==> src/rtl/cmdq_pkg.sv <==
package cmdq_pkg;
  localparam int CMD_W = 32;

  localparam logic [5:0] OP_SETUP  = 6'h10;
  localparam logic [5:0] OP_START  = 6'h0E;
  localparam logic [5:0] OP_FINISH = 6'h11;
  localparam logic [5:0] OP_TABLE  = 6'h15;
  localparam logic [5:0] OP_MEMDMA = 6'h22;

  localparam int DIR_BIT     = 25;
  localparam int WCNT_LSB    = 12;
  localparam int WCNT_W      = 13;
  localparam int TSEL_LSB    = 24;
  localparam int RAMSEL_BIT  = 23;
  localparam int KID_LSB     = 17;
  localparam int KID_VAL_BIT = 20;
  localparam int SLOT_W      = 3;
  localparam int ERR_W       = 3;

  localparam int SB_BUSY = 0;
  localparam int SB_DONE = 1;
  localparam int SB_EMPTY = 3;
  localparam int SB_ERR_LSB = 12;
  localparam int SB_DMA = 23;
  localparam int IE_DONE = 1;
  localparam int IE_ERR = 4;

  typedef enum logic [1:0] {RA_CMD = 2'd0, RA_STAT = 2'd1, RA_IEN = 2'd2} reg_addr_e;
  typedef enum logic [1:0] {ST_OP, ST_ADDR, ST_XFER, ST_TBL} dec_state_e;

  function automatic logic [5:0] op_of(input logic [CMD_W-1:0] w);
    return w[31:26];
  endfunction

  function automatic logic [31:0] blk_addr_of(input logic [31:0] base, input logic [31:0] idx);
    return base + (idx << 4);
  endfunction

  function automatic logic [31:0] pack_status(input logic busy, input logic done,
                                              input logic empty, input logic dma,
                                              input logic [ERR_W-1:0] err);
    logic [31:0] s;
    s = '0;
    s[SB_BUSY] = busy;
    s[SB_DONE] = done;
    s[SB_EMPTY] = empty;
    s[SB_ERR_LSB +: ERR_W] = err;
    s[SB_DMA] = dma;
    return s;
  endfunction
endpackage

==> src/rtl/cmdq_fifo.sv <==
module cmdq_fifo #(
  parameter int W = 32,
  parameter int DEPTH = 8
) (
  input  logic                         clk,
  input  logic                         rst,
  input  logic                         push,
  input  logic [W-1:0]                 wdata,
  input  logic                         pop,
  output logic [W-1:0]                 rdata,
  output logic                         empty,
  output logic                         full,
  output logic [$clog2(DEPTH+1)-1:0]   count
);
  localparam int AW = (DEPTH > 1) ? $clog2(DEPTH) : 1;
  localparam int CW = $clog2(DEPTH + 1);

  logic [W-1:0]  mem [DEPTH];
  logic [AW-1:0] wp, rp;
  logic [CW-1:0] cnt;

  function automatic logic [AW-1:0] nxt(input logic [AW-1:0] p);
    return (p == AW'(DEPTH - 1)) ? '0 : p + 1'b1;
  endfunction

  always_ff @(posedge clk) begin
    if (push) mem[wp] <= wdata;
  end

  always_ff @(posedge clk) begin
    if (rst) begin
      wp <= '0;
      rp <= '0;
      cnt <= '0;
    end else begin
      if (push) wp <= nxt(wp);
      if (pop) rp <= nxt(rp);
      case ({push, pop})
        2'b10:   cnt <= cnt + 1'b1;
        2'b01:   cnt <= cnt - 1'b1;
        default: cnt <= cnt;
      endcase
    end
  end

  assign rdata = mem[rp];
  assign empty = (cnt == '0);
  assign full  = (cnt == CW'(DEPTH));
  assign count = cnt;
endmodule

==> src/rtl/cmdq_blk_engine.sv <==
module cmdq_blk_engine #(
  parameter int BLK_W = 8
) (
  input  logic             clk,
  input  logic             rst,
  input  logic             start,
  input  logic [BLK_W-1:0] start_cnt,
  input  logic             stop,
  input  logic [31:0]      base,
  input  logic             blk_ack,
  output logic             active,
  output logic             all_done,
  output logic             blk_req,
  output logic [31:0]      blk_addr
);
  import cmdq_pkg::*;
  localparam int TW = BLK_W + 1;

  logic [TW-1:0] total, issued;

  always_ff @(posedge clk) begin
    if (rst) begin
      active <= 1'b0;
      total  <= '0;
      issued <= '0;
    end else if (start) begin
      active <= 1'b1;
      total  <= {1'b0, start_cnt} + 1'b1;
      issued <= '0;
    end else if (stop) begin
      active <= 1'b0;
    end else if (blk_req && blk_ack) begin
      issued <= issued + 1'b1;
    end
  end

  assign all_done = (issued == total);
  assign blk_req  = active && !all_done;
  assign blk_addr = blk_addr_of(base, {{(32-TW){1'b0}}, issued});
endmodule

==> src/rtl/cmdq_decoder.sv <==
module cmdq_decoder #(
  parameter int BLK_W = 8
) (
  input  logic                       clk,
  input  logic                       rst,
  input  logic [31:0]                head,
  input  logic                       head_valid,
  input  logic                       eng_active,
  input  logic                       eng_done,
  input  logic                       dma_ack,
  input  logic                       tbl_ack,
  output logic                       pop,
  output logic                       start,
  output logic [BLK_W-1:0]           start_cnt,
  output logic                       stop,
  output logic                       ev_illegal,
  output logic                       ev_done,
  output logic [31:0]                src_addr,
  output logic                       dma_req,
  output logic                       dma_dir,
  output logic [cmdq_pkg::WCNT_W-1:0] dma_words,
  output logic [31:0]                dma_addr,
  output logic                       tbl_req,
  output logic [1:0]                 tbl_sel,
  output logic                       tbl_ram,
  output logic [cmdq_pkg::SLOT_W-1:0] tbl_slot
);
  import cmdq_pkg::*;

  dec_state_e st, st_n;
  logic pend_mem;
  logic take_setup, take_mem, take_tbl, take_addr;
  logic [5:0] op;

  assign op = op_of(head);
  assign start_cnt = head[BLK_W-1:0];

  always_comb begin
    st_n = st;
    pop = 1'b0;
    start = 1'b0;
    stop = 1'b0;
    ev_illegal = 1'b0;
    ev_done = 1'b0;
    take_setup = 1'b0;
    take_mem = 1'b0;
    take_tbl = 1'b0;
    take_addr = 1'b0;
    case (st)
      ST_OP: if (head_valid) begin
        case (op)
          OP_SETUP:  begin pop = 1'b1; take_setup = 1'b1; st_n = ST_ADDR; end
          OP_MEMDMA: begin pop = 1'b1; take_mem = 1'b1; st_n = ST_ADDR; end
          OP_START:  if (!eng_active) begin pop = 1'b1; start = 1'b1; end
          OP_FINISH: if (!eng_active || eng_done) begin
            pop = 1'b1; stop = 1'b1; ev_done = 1'b1;
          end
          OP_TABLE: begin
            pop = 1'b1;
            if (head[KID_VAL_BIT]) begin take_tbl = 1'b1; st_n = ST_TBL; end
            else ev_illegal = 1'b1;
          end
          default: begin pop = 1'b1; ev_illegal = 1'b1; end
        endcase
      end
      ST_ADDR: if (head_valid) begin
        pop = 1'b1;
        take_addr = 1'b1;
        st_n = pend_mem ? ST_XFER : ST_OP;
      end
      ST_XFER: if (dma_ack) begin ev_done = 1'b1; st_n = ST_OP; end
      ST_TBL:  if (tbl_ack) st_n = ST_OP;
      default: st_n = ST_OP;
    endcase
  end

  always_ff @(posedge clk) begin
    if (rst) begin
      st <= ST_OP;
      pend_mem <= 1'b0;
      src_addr <= '0;
      dma_dir <= 1'b0;
      dma_words <= '0;
      dma_addr <= '0;
      tbl_sel <= '0;
      tbl_ram <= 1'b0;
      tbl_slot <= '0;
    end else begin
      st <= st_n;
      if (take_setup) pend_mem <= 1'b0;
      if (take_mem) begin
        pend_mem <= 1'b1;
        dma_dir <= head[DIR_BIT];
        dma_words <= head[WCNT_LSB +: WCNT_W];
      end
      if (take_addr) begin
        if (pend_mem) dma_addr <= head;
        else src_addr <= head;
      end
      if (take_tbl) begin
        tbl_sel <= head[TSEL_LSB +: 2];
        tbl_ram <= head[RAMSEL_BIT];
        tbl_slot <= head[KID_LSB +: SLOT_W];
      end
    end
  end

  assign dma_req = (st == ST_XFER);
  assign tbl_req = (st == ST_TBL);
endmodule

==> src/rtl/cmdq_sequencer.sv <==
module cmdq_sequencer #(
  parameter int DEPTH = 8,
  parameter int BLK_W = 8
) (
  input  logic        clk,
  input  logic        rst,
  input  logic        wr_valid,
  input  logic [1:0]  wr_addr,
  input  logic [31:0] wr_data,
  output logic [31:0] status,
  output logic        irq,
  output logic        blk_req,
  output logic [31:0] blk_addr,
  input  logic        blk_ack,
  output logic        dma_req,
  output logic        dma_dir,
  output logic [12:0] dma_words,
  output logic [31:0] dma_addr,
  input  logic        dma_ack,
  output logic        tbl_req,
  output logic [1:0]  tbl_sel,
  output logic        tbl_ram,
  output logic [2:0]  tbl_slot,
  input  logic        tbl_ack
);
  import cmdq_pkg::*;
  localparam int CW = $clog2(DEPTH + 1);

  logic [31:0] head;
  logic fifo_empty, fifo_full, fifo_push, fifo_pop;
  logic [CW-1:0] fifo_cnt;
  logic eng_active, eng_done, eng_start, eng_stop;
  logic [BLK_W-1:0] start_cnt;
  logic [31:0] src_addr;
  logic ev_illegal, ev_done;
  logic cmd_wr, rej_busy, drop_full;
  logic [ERR_W-1:0] err, err_set;
  logic done_flag;
  logic [7:0] ien;

  assign cmd_wr    = wr_valid && (wr_addr == RA_CMD);
  assign rej_busy  = cmd_wr && eng_active && !fifo_empty;
  assign drop_full = cmd_wr && !rej_busy && fifo_full;
  assign fifo_push = cmd_wr && !rej_busy && !fifo_full;
  assign err_set   = {rej_busy, ev_illegal, drop_full};

  cmdq_fifo #(.W(CMD_W), .DEPTH(DEPTH)) u_fifo (
    .clk(clk), .rst(rst), .push(fifo_push), .wdata(wr_data), .pop(fifo_pop),
    .rdata(head), .empty(fifo_empty), .full(fifo_full), .count(fifo_cnt)
  );

  cmdq_decoder #(.BLK_W(BLK_W)) u_dec (
    .clk(clk), .rst(rst), .head(head), .head_valid(!fifo_empty),
    .eng_active(eng_active), .eng_done(eng_done), .dma_ack(dma_ack), .tbl_ack(tbl_ack),
    .pop(fifo_pop), .start(eng_start), .start_cnt(start_cnt), .stop(eng_stop),
    .ev_illegal(ev_illegal), .ev_done(ev_done), .src_addr(src_addr),
    .dma_req(dma_req), .dma_dir(dma_dir), .dma_words(dma_words), .dma_addr(dma_addr),
    .tbl_req(tbl_req), .tbl_sel(tbl_sel), .tbl_ram(tbl_ram), .tbl_slot(tbl_slot)
  );

  cmdq_blk_engine #(.BLK_W(BLK_W)) u_eng (
    .clk(clk), .rst(rst), .start(eng_start), .start_cnt(start_cnt), .stop(eng_stop),
    .base(src_addr), .blk_ack(blk_ack), .active(eng_active), .all_done(eng_done),
    .blk_req(blk_req), .blk_addr(blk_addr)
  );

  always_ff @(posedge clk) begin
    if (rst) begin
      err <= '0;
      done_flag <= 1'b0;
      ien <= '0;
    end else begin
      if (wr_valid && wr_addr == RA_STAT) begin
        err <= (err & ~wr_data[SB_ERR_LSB +: ERR_W]) | err_set;
        done_flag <= (done_flag & ~wr_data[SB_DONE]) | ev_done;
      end else begin
        err <= err | err_set;
        done_flag <= done_flag | ev_done;
      end
      if (wr_valid && wr_addr == RA_IEN) ien <= wr_data[7:0];
    end
  end

  assign status = pack_status(eng_active, done_flag, fifo_empty, dma_req, err);
  assign irq = (done_flag && ien[IE_DONE]) || ((|err) && ien[IE_ERR]);
endmodule

==> config.mk <==
export PLATFORM = sky130hd
export DESIGN_NAME = cmdq_sequencer
export DESIGN_NICKNAME = d
export VERILOG_FILES = /design/src/rtl/cmdq_pkg.sv /design/src/rtl/cmdq_fifo.sv /design/src/rtl/cmdq_blk_engine.sv /design/src/rtl/cmdq_decoder.sv /design/src/rtl/cmdq_sequencer.sv
export SDC_FILE = /design/constraint.sdc
export NUM_CORES = 1
export LEC_CHECK = 0
export ABC_AREA = 1
export BUFFER_PORTS_ARGS = -buffer_cell sky130_fd_sc_hd__buf_2
export CAP_MARGIN = 20
export CORE_ASPECT_RATIO = 2
export CORE_UTILIZATION = 50
export DETAILED_ROUTE_END_ITERATION = 8
export GPL_TIMING_DRIVEN = 0
export PLACE_DENSITY = 0.72
export SYNTH_ARGS = -nofsm -noshare
export SYNTH_HDL_FRONTEND = slang
export SYNTH_SLANG_ARGS = --single-unit
export TNS_END_PERCENT = 10
==> constraint.sdc <==
create_clock -name clk -period 3.2 [get_ports clk]
set_input_delay 0.8 -clock clk [delete_from_list [all_inputs] [get_ports clk]]
set_output_delay 0.8 -clock clk [all_outputs]
set_load 0.1 [all_outputs]
==> impl_metrics.json <==
{
  "die_width_um": 130.2,
  "die-area_mm2": 0.03363,
  "core-area_mm2": 0.03223,
  "p_leak_nw": 7.918,
  "syn_avg_cell_area_um2": 9.914,
  "initial_core_util_pct": 50.97,
  "wl_um": 45510,
  "synthTopCellsByCount": "edfxtp_1, nand2_1, o21ai_0",
  "synth_cells": 1657,
  "drc_errors": 0,
  "drive_gt1_share_pct": 19.78,
  "start_kind": "flip-flop",
  "ant_nets": 0,
  "hp-class": "flip-flop to flip-flop",
  "io_pins": 160,
  "yosysWarnings": 0,
  "htreeDepth": 1,
  "io_buffers": 133,
  "place_congestion": 0.9186,
  "hold_buffers": 0,
  "ys_types": 44,
  "finalClockSkew_ns": 0.02761,
  "min_period_ns": 3.599,
  "n_fill_cell": 2597,
  "grt_max_degree": 24,
  "syn2layout_area_growth_pct": 21.04,
  "cts_inserted_buffers": 30,
  "hold_viol": 0,
  "synth_seq_area_share_pct": 62.03,
  "crit_required_ns": 2.40,
  "p_total_w": 0.01489,
  "regArea_mm2": 0.01022,
  "drt_first_iter_violations": 900,
  "nNetsFinal": 1926,
  "yosysMostFrequentCell": "edfxtp_1",
  "ys_ff_latch": 381,
  "clk_pin_slew_worst_paths_ns": 0.07,
  "setup_viol": 22,
  "max-slew-margin-rel_pct": 40.61,
  "dr_total_vias": 12730,
  "cts_tree": "done",
  "status": "finished, violations left",
  "endpoint_kind": "primary output",
  "ctsLongestPathBuffers": 3,
  "synth_flop_cell": "edfxtp_1",
  "cp_max_fo": 6,
  "drtPass1Iterations": 7,
  "layout_setup_ws_ns": -0.3993,
  "finalMaxSlewViolations": 0,
  "routedWlPerCell_um": 19.62,
  "grt_pass1_vias": 12690,
  "power_density_mw_per_mm2": 748.6,
  "ir_worst_vdd_mv": 0.5804,
  "fmax_ghz": 0.2778,
  "grt_pass1_wl_um": 69310,
  "place_hpwl_um": 32850,
  "async_flop_share_pct": 0,
  "row_count": 93,
  "slowest_delay_ns": 0.36,
  "drv_cap": 0,
  "syn_area_mm2": 0.01643,
  "cp_slowest_cell": "dfxtp_2",
  "tns_ns": -4.185,
  "path_class": "flip-flop to primary output",
  "antenna_found_initial": 4,
  "path_cells": "ha_4 -> inv_2 -> fa_2 -> o21ai_4 -> a31oi_4 -> nor2_2 -> nor2_4 -> nor3_4 -> nand2_2 -> xor2_4 -> buf_12",
  "grtUsageTotal_pct": 27.49,
  "routed_via_density": 5.486,
  "yosysTopAreaCellShare_pct": 46.79,
  "insertion_delay_ns": 0.59,
  "synth-edff-count": 256,
  "violations": "negative setup slack",
  "yosys-top-cells-area": "edfxtp_1, dfxtp_1, o21ai_0, nand2_1, nor2_1",
  "rsz0062_at_grt": "true",
  "synth_area_leader_cell": "edfxtp_1",
  "clkSinkCount": 381,
  "die_h_um": 258.3,
  "multi_input_area_mm2": 0.005643,
  "worst_pin_slew_ns": 0.8816,
  "grt_overflow": 0,
  "cp_top_family": "simple AND/OR/NAND/NOR gates",
  "cp_num_buf_inv": 2,
  "period_share_pct": 112.5,
  "clock-root-buffer": "clkbuf_16",
  "arrival_ns": 2.80
}
placed cells by master, fill, tap and decap left out, drive strengths merged:
master,count
fa,1
or2,1
xnor2,16
o22ai,35
nand3,67
nand3b,2
dfxtp,125
mux2i,1
clkbuf,81
nor2,194
a21oi,117
a221oi,1
nor3b,1
buf,222
conb,25
a31oi,3
clkinvlp,2
o221ai,4
and3,2
o211ai,1
nor4,3
diode,2
o21a,2
bufinv,7
clkinv,9
edfxtp,256
nand2,248
nand4,10
a21o,1
inv,163
o21ai,234
ha,18
o31ai,1
nor3,17
xor2,21
state kept, by name, summed over array words and instances, names as in the netlist, 2 cells and up, named ones only:
| name | flops |
|---|---|
| u_fifo.rp | 3 |
| u_eng.total | 9 |
| u_dec.src_addr | 32 |
| u_dec.dma_words | 13 |
| err | 3 |
| u_dec.tbl_sel | 2 |
| ien | 2 |
| u_eng.issued | 9 |
| u_dec.dma_addr | 32 |
| u_dec.tbl_slot | 3 |
| u_fifo.mem | 256 |
| u_fifo.wp | 3 |
| u_fifo.count | 4 |
| u_dec.st | 2 |
through the flow:
stage / setup WS (ns) / util, % / hold WS, ns / area (µm²) / instances
global placement: -2.020 / 55.78 / 0.4370 / 17980 / 2241
floorplan: -0.4647 / - / 0.4395 / 16780 / 1681
global route: -0.5181 / 61.69 / 0.4716 / 19880 / 2319
detailed placement: -0.6436 / 56.58 / 0.4479 / 18240 / 2249
CTS: -0.3843 / 61.34 / 0.4575 / 19770 / 2311
finish: -0.3993 / 61.69 / 0.4607 / 19890 / 2320
area by class of cell:
| cell class | count | share of cell area, % |
|---|---|---|
| flip-flops and latches | 381 | 51.39 |
| multi-input cells | 1026 | 28.38 |
| repair buffers | 154 | 6.066 |
| clock buffers | 38 | 4.077 |
| plain buffers | 111 | 3.278 |
| inverters | 163 | 3.077 |
| well taps | 427 | 2.687 |
| clock inverters | 18 | 1.026 |
| diodes | 2 | 0.02517 |
report_power, final:
part	internal [W]	total [W]	switching [W]
clock network	0.00212	0.00381	0.00170
logic	0.00144	0.00545	0.00401
registers	0.00544	0.00562	0.000184
total	0.00899	0.0149	0.00589
timing repair:
action	CTS	global route
gates resized for setup	123	12
pin swaps	12	3
setup buffers	6	7
endpoints found under the setup margin	26	26
worst min-delay path, stage by stage (launching register included):
cell	delay (ns)
dfxtp_1	0.31
inv_1	0.05
a21oi_1	0.05
cells by family after synthesis:
kind of cell,after synthesis,synth area share (%)
other cells,1,0.02283
xor+xnor,37,1.973
simple gates,545,13.92
mux,1,0.08376
fa+ha+maj,19,1.493
flops,381,62.03
compound gates,399,12.80
buf+inv,274,7.685
layer usage:
layer  part of all wire [%]  vias up  GRT usage, %
li1                       -     5991             -
met1                     34     6047         27.39
met2                     54      549         50.96
met3                    5.7      139         4.294
met4                    6.4        2         18.60
met5                  0.018        -             0
path summary, 6_finish.rpt:
kind | startpoint | endpoint | slack [ns] | depth (start not counted)
setup / recovery | u_dec.src_addr[4] | blk_addr[26] | -0.40 | 11
hold / removal | u_dec.tbl_slot[2] | u_dec.tbl_slot[2] | 0.46 | 2
setup reg to reg | flip-flop | u_fifo.count[3] | 0.02 | 22
hold reg to reg | u_dec.tbl_slot[2] | u_dec.tbl_slot[2] | 0.46 | 2
Note: power is estimated with default switching activity, not from simulation.
